$ cat src/rtl/tx_ser_pkg.sv
package tx_ser_pkg;
  localparam int DATA_W  = 8;
  localparam int FRAME_W = 1 + DATA_W + 1 + 2;
  localparam int CNT_W   = $clog2(FRAME_W + 1);

  typedef struct packed {
    logic       async;
    logic       eight;
    logic [1:0] par;
    logic       two;
  } cfg_t;

  typedef struct packed {
    logic [CNT_W-1:0]   len;
    logic [FRAME_W-1:0] bits;
  } frame_t;

  function automatic logic char_parity(input logic [DATA_W-1:0] d,
                                       input logic eight, input logic odd);
    logic [DATA_W-1:0] m;
    m = d;
    if (!eight) m[DATA_W-1] = 1'b0;
    return (^m) ^ odd;
  endfunction

  function automatic frame_t build_frame(input logic [DATA_W-1:0] d, input cfg_t c);
    frame_t f;
    int nd;
    int pos;
    f.bits = '1;
    if (!c.async) begin
      f.bits[DATA_W-1:0] = d;
      f.len = CNT_W'(DATA_W);
    end else begin
      nd = c.eight ? DATA_W : DATA_W - 1;
      f.bits[0] = 1'b0;
      for (int i = 0; i < DATA_W; i++)
        if (i < nd) f.bits[1+i] = d[i];
      pos = 1 + nd;
      if (c.par[1]) begin
        f.bits[pos] = char_parity(d, c.eight, c.par[0]);
        pos = pos + 1;
      end
      f.len = CNT_W'(pos + (c.two ? 2 : 1));
    end
    return f;
  endfunction
endpackage

$ cat src/rtl/tx_hold_reg.sv
module tx_hold_reg
  import tx_ser_pkg::*;
(
  input  logic              clk,
  input  logic              rst_n,
  input  logic              wr_en,
  input  logic [DATA_W-1:0] wr_data,
  input  logic              take,
  input  logic              uflow_evt,
  input  logic              flags_rd,
  output logic [DATA_W-1:0] hold_data,
  output logic              hold_full,
  output logic              uflow_flag
);
  always_ff @(posedge clk) begin
    if (!rst_n) begin
      hold_data  <= '0;
      hold_full  <= 1'b0;
      uflow_flag <= 1'b0;
    end else begin
      if (wr_en) begin
        hold_data <= wr_data;
        hold_full <= 1'b1;
      end else if (take) begin
        hold_full <= 1'b0;
      end
      if (uflow_evt)     uflow_flag <= 1'b1;
      else if (flags_rd) uflow_flag <= 1'b0;
    end
  end


  wr_busy_chk: assert property (@(posedge clk) disable iff (!rst_n)
    wr_en |=> hold_full);

  take_free_chk: assert property (@(posedge clk) disable iff (!rst_n)
    take && !wr_en |=> !hold_full);

  uf_set_chk: assert property (@(posedge clk) disable iff (!rst_n)
    uflow_evt |=> uflow_flag);

  uf_clear_chk: assert property (@(posedge clk) disable iff (!rst_n)
    flags_rd && !uflow_evt |=> !uflow_flag);
endmodule

$ cat src/rtl/tx_shift_engine.sv
module tx_shift_engine
  import tx_ser_pkg::*;
(
  input  logic              clk,
  input  logic              rst_n,
  input  logic              bit_tick,
  input  logic              tx_en,
  input  cfg_t              cfg,
  input  logic              hold_full,
  input  logic [DATA_W-1:0] hold_data,
  output logic              tx_line,
  output logic              take,
  output logic              uflow_evt
);
  logic [FRAME_W-1:0] sh_q;
  logic [CNT_W-1:0]   cnt_q;
  frame_t             nf;
  logic               need;

  assign nf        = build_frame(hold_data, cfg);
  assign need      = tx_en && bit_tick && (cnt_q == '0);
  assign take      = need && hold_full;
  assign uflow_evt = need && !hold_full;

  always_ff @(posedge clk) begin
    if (!rst_n || !tx_en) begin
      tx_line <= 1'b1;
      sh_q    <= '1;
      cnt_q   <= '0;
    end else if (bit_tick) begin
      if (cnt_q == '0) begin
        if (hold_full || !cfg.async) begin
          tx_line <= nf.bits[0];
          sh_q    <= {1'b1, nf.bits[FRAME_W-1:1]};
          cnt_q   <= nf.len - CNT_W'(1);
        end else begin
          tx_line <= 1'b1;
        end
      end else begin
        tx_line <= sh_q[0];
        sh_q    <= {1'b1, sh_q[FRAME_W-1:1]};
        cnt_q   <= cnt_q - CNT_W'(1);
      end
    end
  end


  idle_mark_chk: assert property (@(posedge clk) disable iff (!rst_n)
    !tx_en |=> tx_line);

  line_hold_chk: assert property (@(posedge clk) disable iff (!rst_n)
    tx_en && !bit_tick |=> $stable(tx_line));

  start_space_chk: assert property (@(posedge clk) disable iff (!rst_n)
    take && cfg.async |=> !tx_line);

  uf_mark_chk: assert property (@(posedge clk) disable iff (!rst_n)
    uflow_evt && cfg.async |=> tx_line);
endmodule

$ cat src/rtl/dm_tx_serializer.sv
module dm_tx_serializer
  import tx_ser_pkg::*;
(
  input  logic       clk,
  input  logic       rst_n,
  input  logic       bit_tick,
  input  logic       tx_en,
  input  logic       cfg_async,
  input  logic       cfg_eight,
  input  logic [1:0] cfg_par,
  input  logic       cfg_two_stop,
  input  logic       wr_en,
  input  logic [7:0] wr_data,
  input  logic       flags_rd,
  output logic       tx_line,
  output logic       data_ready,
  output logic       underflow
);
  cfg_t              cfg;
  logic              take;
  logic              uflow_evt;
  logic              hold_full;
  logic [DATA_W-1:0] hold_data;

  assign cfg        = '{async: cfg_async, eight: cfg_eight, par: cfg_par, two: cfg_two_stop};
  assign data_ready = !hold_full;

  tx_hold_reg u_hold (
    .clk(clk), .rst_n(rst_n), .wr_en(wr_en), .wr_data(wr_data),
    .take(take), .uflow_evt(uflow_evt), .flags_rd(flags_rd),
    .hold_data(hold_data), .hold_full(hold_full), .uflow_flag(underflow)
  );

  tx_shift_engine u_shift (
    .clk(clk), .rst_n(rst_n), .bit_tick(bit_tick), .tx_en(tx_en), .cfg(cfg),
    .hold_full(hold_full), .hold_data(hold_data),
    .tx_line(tx_line), .take(take), .uflow_evt(uflow_evt)
  );


  sync_repeat_chk: assert property (@(posedge clk) disable iff (!rst_n)
    uflow_evt && !cfg_async |=> tx_line == $past(hold_data[0]));
endmodule

$ cat config.mk
export PLATFORM = sky130hd
export DESIGN_NAME = dm_tx_serializer
export DESIGN_NICKNAME = d
export VERILOG_FILES = /design/src/rtl/tx_ser_pkg.sv /design/src/rtl/tx_hold_reg.sv /design/src/rtl/tx_shift_engine.sv /design/src/rtl/dm_tx_serializer.sv
export SDC_FILE = /design/constraint.sdc
export NUM_CORES = 1
export LEC_CHECK = 0
export BUFFER_PORTS_ARGS = -buffer_cell sky130_fd_sc_hd__buf_2
export CAP_MARGIN = 0
export CORE_MARGIN = 2
export CORE_UTILIZATION = 30
export CTS_CLUSTER_DIAMETER = 40
export CTS_CLUSTER_SIZE = 12
export DETAILED_ROUTE_END_ITERATION = 6
export PLACE_DENSITY = 0.59
export REMOVE_ABC_BUFFERS = 1
export SLEW_MARGIN = 15
export SYNTH_ARGS = -nofsm -noshare
export SYNTH_HDL_FRONTEND = slang
export SYNTH_SLANG_ARGS = --single-unit
$ cat constraint.sdc
create_clock -name clk -period 6.98 [get_ports clk]
set_clock_uncertainty 0.15 [all_clocks]
set_input_delay 1.396 -clock clk [delete_from_list [all_inputs] [get_ports clk]]
set_output_delay 1.396 -clock clk [all_outputs]
set_load 0.02 [all_outputs]
==> qor.yml <==
outcome:
  outcome: "finished clean"
floorplan:
  ios: 22
  start_util_pct: 30.59
  die_area_um2: 4925
  die_x_um: 70.18
  num_rows: 24
  core_area_um2: 4294
  fp.dieH_um: 70.18
final_layout:
  multi_input_area_um2: 780.7
  final_area_um2: 1518
  seq_area_um2: 480.5
  n_fill_cell: 456
  area_growth_pct: 15.52
  num_antenna_cells: 0
  fin_nets: 192
  fin_util_pct: 35.34
  layout-drive-gt1-share_pct: 16.67
clocking:
  htreeDepth: 1
  ctsResizeCount: 0
  cts_made_buffers: 3
  clock_latency_ps: 270
  post_cts_buffers: 0
  clock_sinks: 24
  tritoncts: "done"
  cts_hold_buf: 0
  clockRootBuffer: "clkbuf_8"
  cts.clk_slew.worst_paths_ps: 90
  cts_buffer_depth: 2
yosys:
  postSynthCellCount: 151
  synth.avg_cell_area_um2: 8.700
  synth_edf_count: 0
  ys_top_cells_by_area: "dfxtp_1 (37%), mux2i_1 (11%), nand2_1 (5.4%), xnor2_1 (4.7%), nor2b_1 (4.3%)"
  synth_flop_cell: "dfxtp_1"
  yosys.area.top_type: "dfxtp_1"
  synth_top_area_share_pct: 36.57
  synthArstFlopShare_pct: 0
  ys_seq_area_share_pct: 36.57
  yosys_register_bits: 24
  synthDistinctLibCells: 34
  synth_most_common_cell: "dfxtp_1"
  synth_commonest_cells: "dfxtp_1 (24), nand2_1 (19), mux2i_1 (15)"
  yosysWarnings: 0
  syn_area_um2: 1314
detailed_routing:
  drc: 0
  drt-initial-drc-count: 37
  vias_per_cell: 4.936
  ant_nets: 0
  post_drt_wl_per_cell_um: 12.65
  vias: 1086
  firstDrtPassIters: 4
  routed_wl_um: 2782
timing:
  fin_tns_setup_ps: 0
  period_share_pct: 44.95
  tightest_slew_ps: 927.4
  setup_viol: 0
  drv_slew: 0
  slew_headroom_pct: 37.71
  hold_viol: 0
  rsz0062_at_grt: "false"
  fmax_mhz: 318.7
  fin_crit_ps: 3138
  holdWs_ps: 328.6
  setup_ws_ps: 3842
power:
  p_leak_uw: 0.0006432
  vdd_ir_drop_max_mv: 0.09224
  power_density_nw_per_um2: 234.6
critical_path:
  path_max_fanout: 4
  r2r_start: "u_shift.cnt_q[2]"
  cpMaxStageDelayCell: "fa_1"
  r2r_cells: 5
  slowest_delay_ps: 500
  critPathRequiredTime_ps: 6980
  cp_cell_sequence: "buf_2, ha_1, ha_1, fa_1, a31oi_1, ha_1, nand2b_1, mux2i_1, a21oi_1, nor2_1"
  cp.arrival_ps: 3140
  reg2reg_slack_ps: 4580
  cp_common_cell: "ha_1"
  end_kind: "register"
  critPathLaunch: "cfg_eight"
  worstSetupStartpointType: "input pin"
  r2r_end: "u_shift.sh_q[3]"
  setup.worst_path.class: "in2reg"
  crit_end: "u_shift.cnt_q[2]"
grt:
  grt_pass1_wl_um: 4857
  grt_pass1_vias: 1051
  grt_overflow: 0
  antenna_found_initial: 0
  grt_max_degree: 20
  grtUsageTotal_pct: 11.99
placement:
  place_hpwl_um: 2076
  io_buffer_count: 21
  place_area_um2: 1446
  pre_cts_slack_ps: 3567
  routabilityCongestion: 0.7365
flow_run:
  drv_cap: 0
worst_hold_path:
  hold_class: "reg2reg"
## state kept, by name, indices dropped and copies added, names as in the netlist
register           cells
u_shift.tx_line        1
u_shift.sh_q           9
u_hold.hold_full       1
u_hold.hold_data       8
u_shift.cnt_q          4
u_hold.uflow_flag      1
## worst min-delay path by stage
stage / startpoint / endpoint / slack [ps] / cells past startpoint
after floorplan: u_shift.sh_q[1] / u_shift.sh_q[1] / 290 / 2
after global placement: u_shift.sh_q[5] / u_shift.sh_q[5] / 300 / 2
after detailed placement: u_shift.sh_q[5] / u_shift.sh_q[5] / 310 / 2
after CTS: u_shift.sh_q[5] / u_shift.sh_q[5] / 330 / 2
after global routing: u_shift.sh_q[2] / u_shift.sh_q[2] / 350 / 2
final: u_shift.sh_q[2] / u_shift.sh_q[2] / 330 / 2
## cells in the final DEF (no fill, tap or decap), types with 2 or more instances in the layout
cell / count
nand3b_1: 3
o21ai_0: 3
a21oi_1: 8
mux2i_1: 15
dfxtp_1: 24
nor2_1: 6
o211ai_1: 7
and2_1: 2
nand3_1: 8
a21boi_0: 3
nand2_1: 19
nor2b_1: 9
buf_2: 21
inv_1: 4
ha_1: 3
clkbuf_8: 3
nor3_1: 4
a31oi_1: 3
xnor2_1: 7
o22ai_1: 2
## cells by family (layout without fill, tap and decap cells)
| group | Yosys count | after routing | synth area share (%) |
|---|---|---|---|
| AO/OA/AOI/OAI | 30 | 30 | 14.76 |
| XOR/XNOR | 8 | 8 | 5.334 |
| adder cells (fa/ha/maj) | 4 | 4 | 4.381 |
| buffers and inverters | 12 | 29 | 3.999 |
| flip-flops | 24 | 24 | 36.57 |
| multiplexers | 15 | 15 | 11.43 |
| AND/OR/NAND/NOR | 58 | 58 | 23.52 |
## area by class of cell
class / instances / share of cell area (%)
well taps: 52 / 4.287
clock buffers: 3 / 2.721
flip-flops and latches: 24 / 31.66
clock inverters: 1 / 1.979
repair buffers: 21 / 6.925
inverters: 4 / 0.9893
multi-input cells: 115 / 51.44
## worst max-delay path: cells and delay by family
family | cells | cell delay (ps)
mux | 1 | 60
fa+ha+maj | 4 | 1220
simple gates | 2 | 120
compound gates | 2 | 230
buf+inv | 1 | 120
## layer usage
metal | share of wire, % | global-route usage, %
met3 | 3.8 | 3.030
met5 | 0 | 0
met1 | 51 | 16.12
met2 | 44 | 19.47
met4 | 1.0 | 2.564
## report_power, final
group	total [uW]	switching (uW)	internal, uW
combinational	80.7	44.7	36.0
clock	122	45.3	76.7
sequential	154	8.73	145
## stage by stage
step	std cells	total power (uW)
after floorplan	143	213.7
after global placement	216	238.1
after detailed placement	216	238.1
after CTS	220	360.9
after global routing	220	378.5
final	220	356.1
No activity file was read; power rests on OpenSTA's default activity.
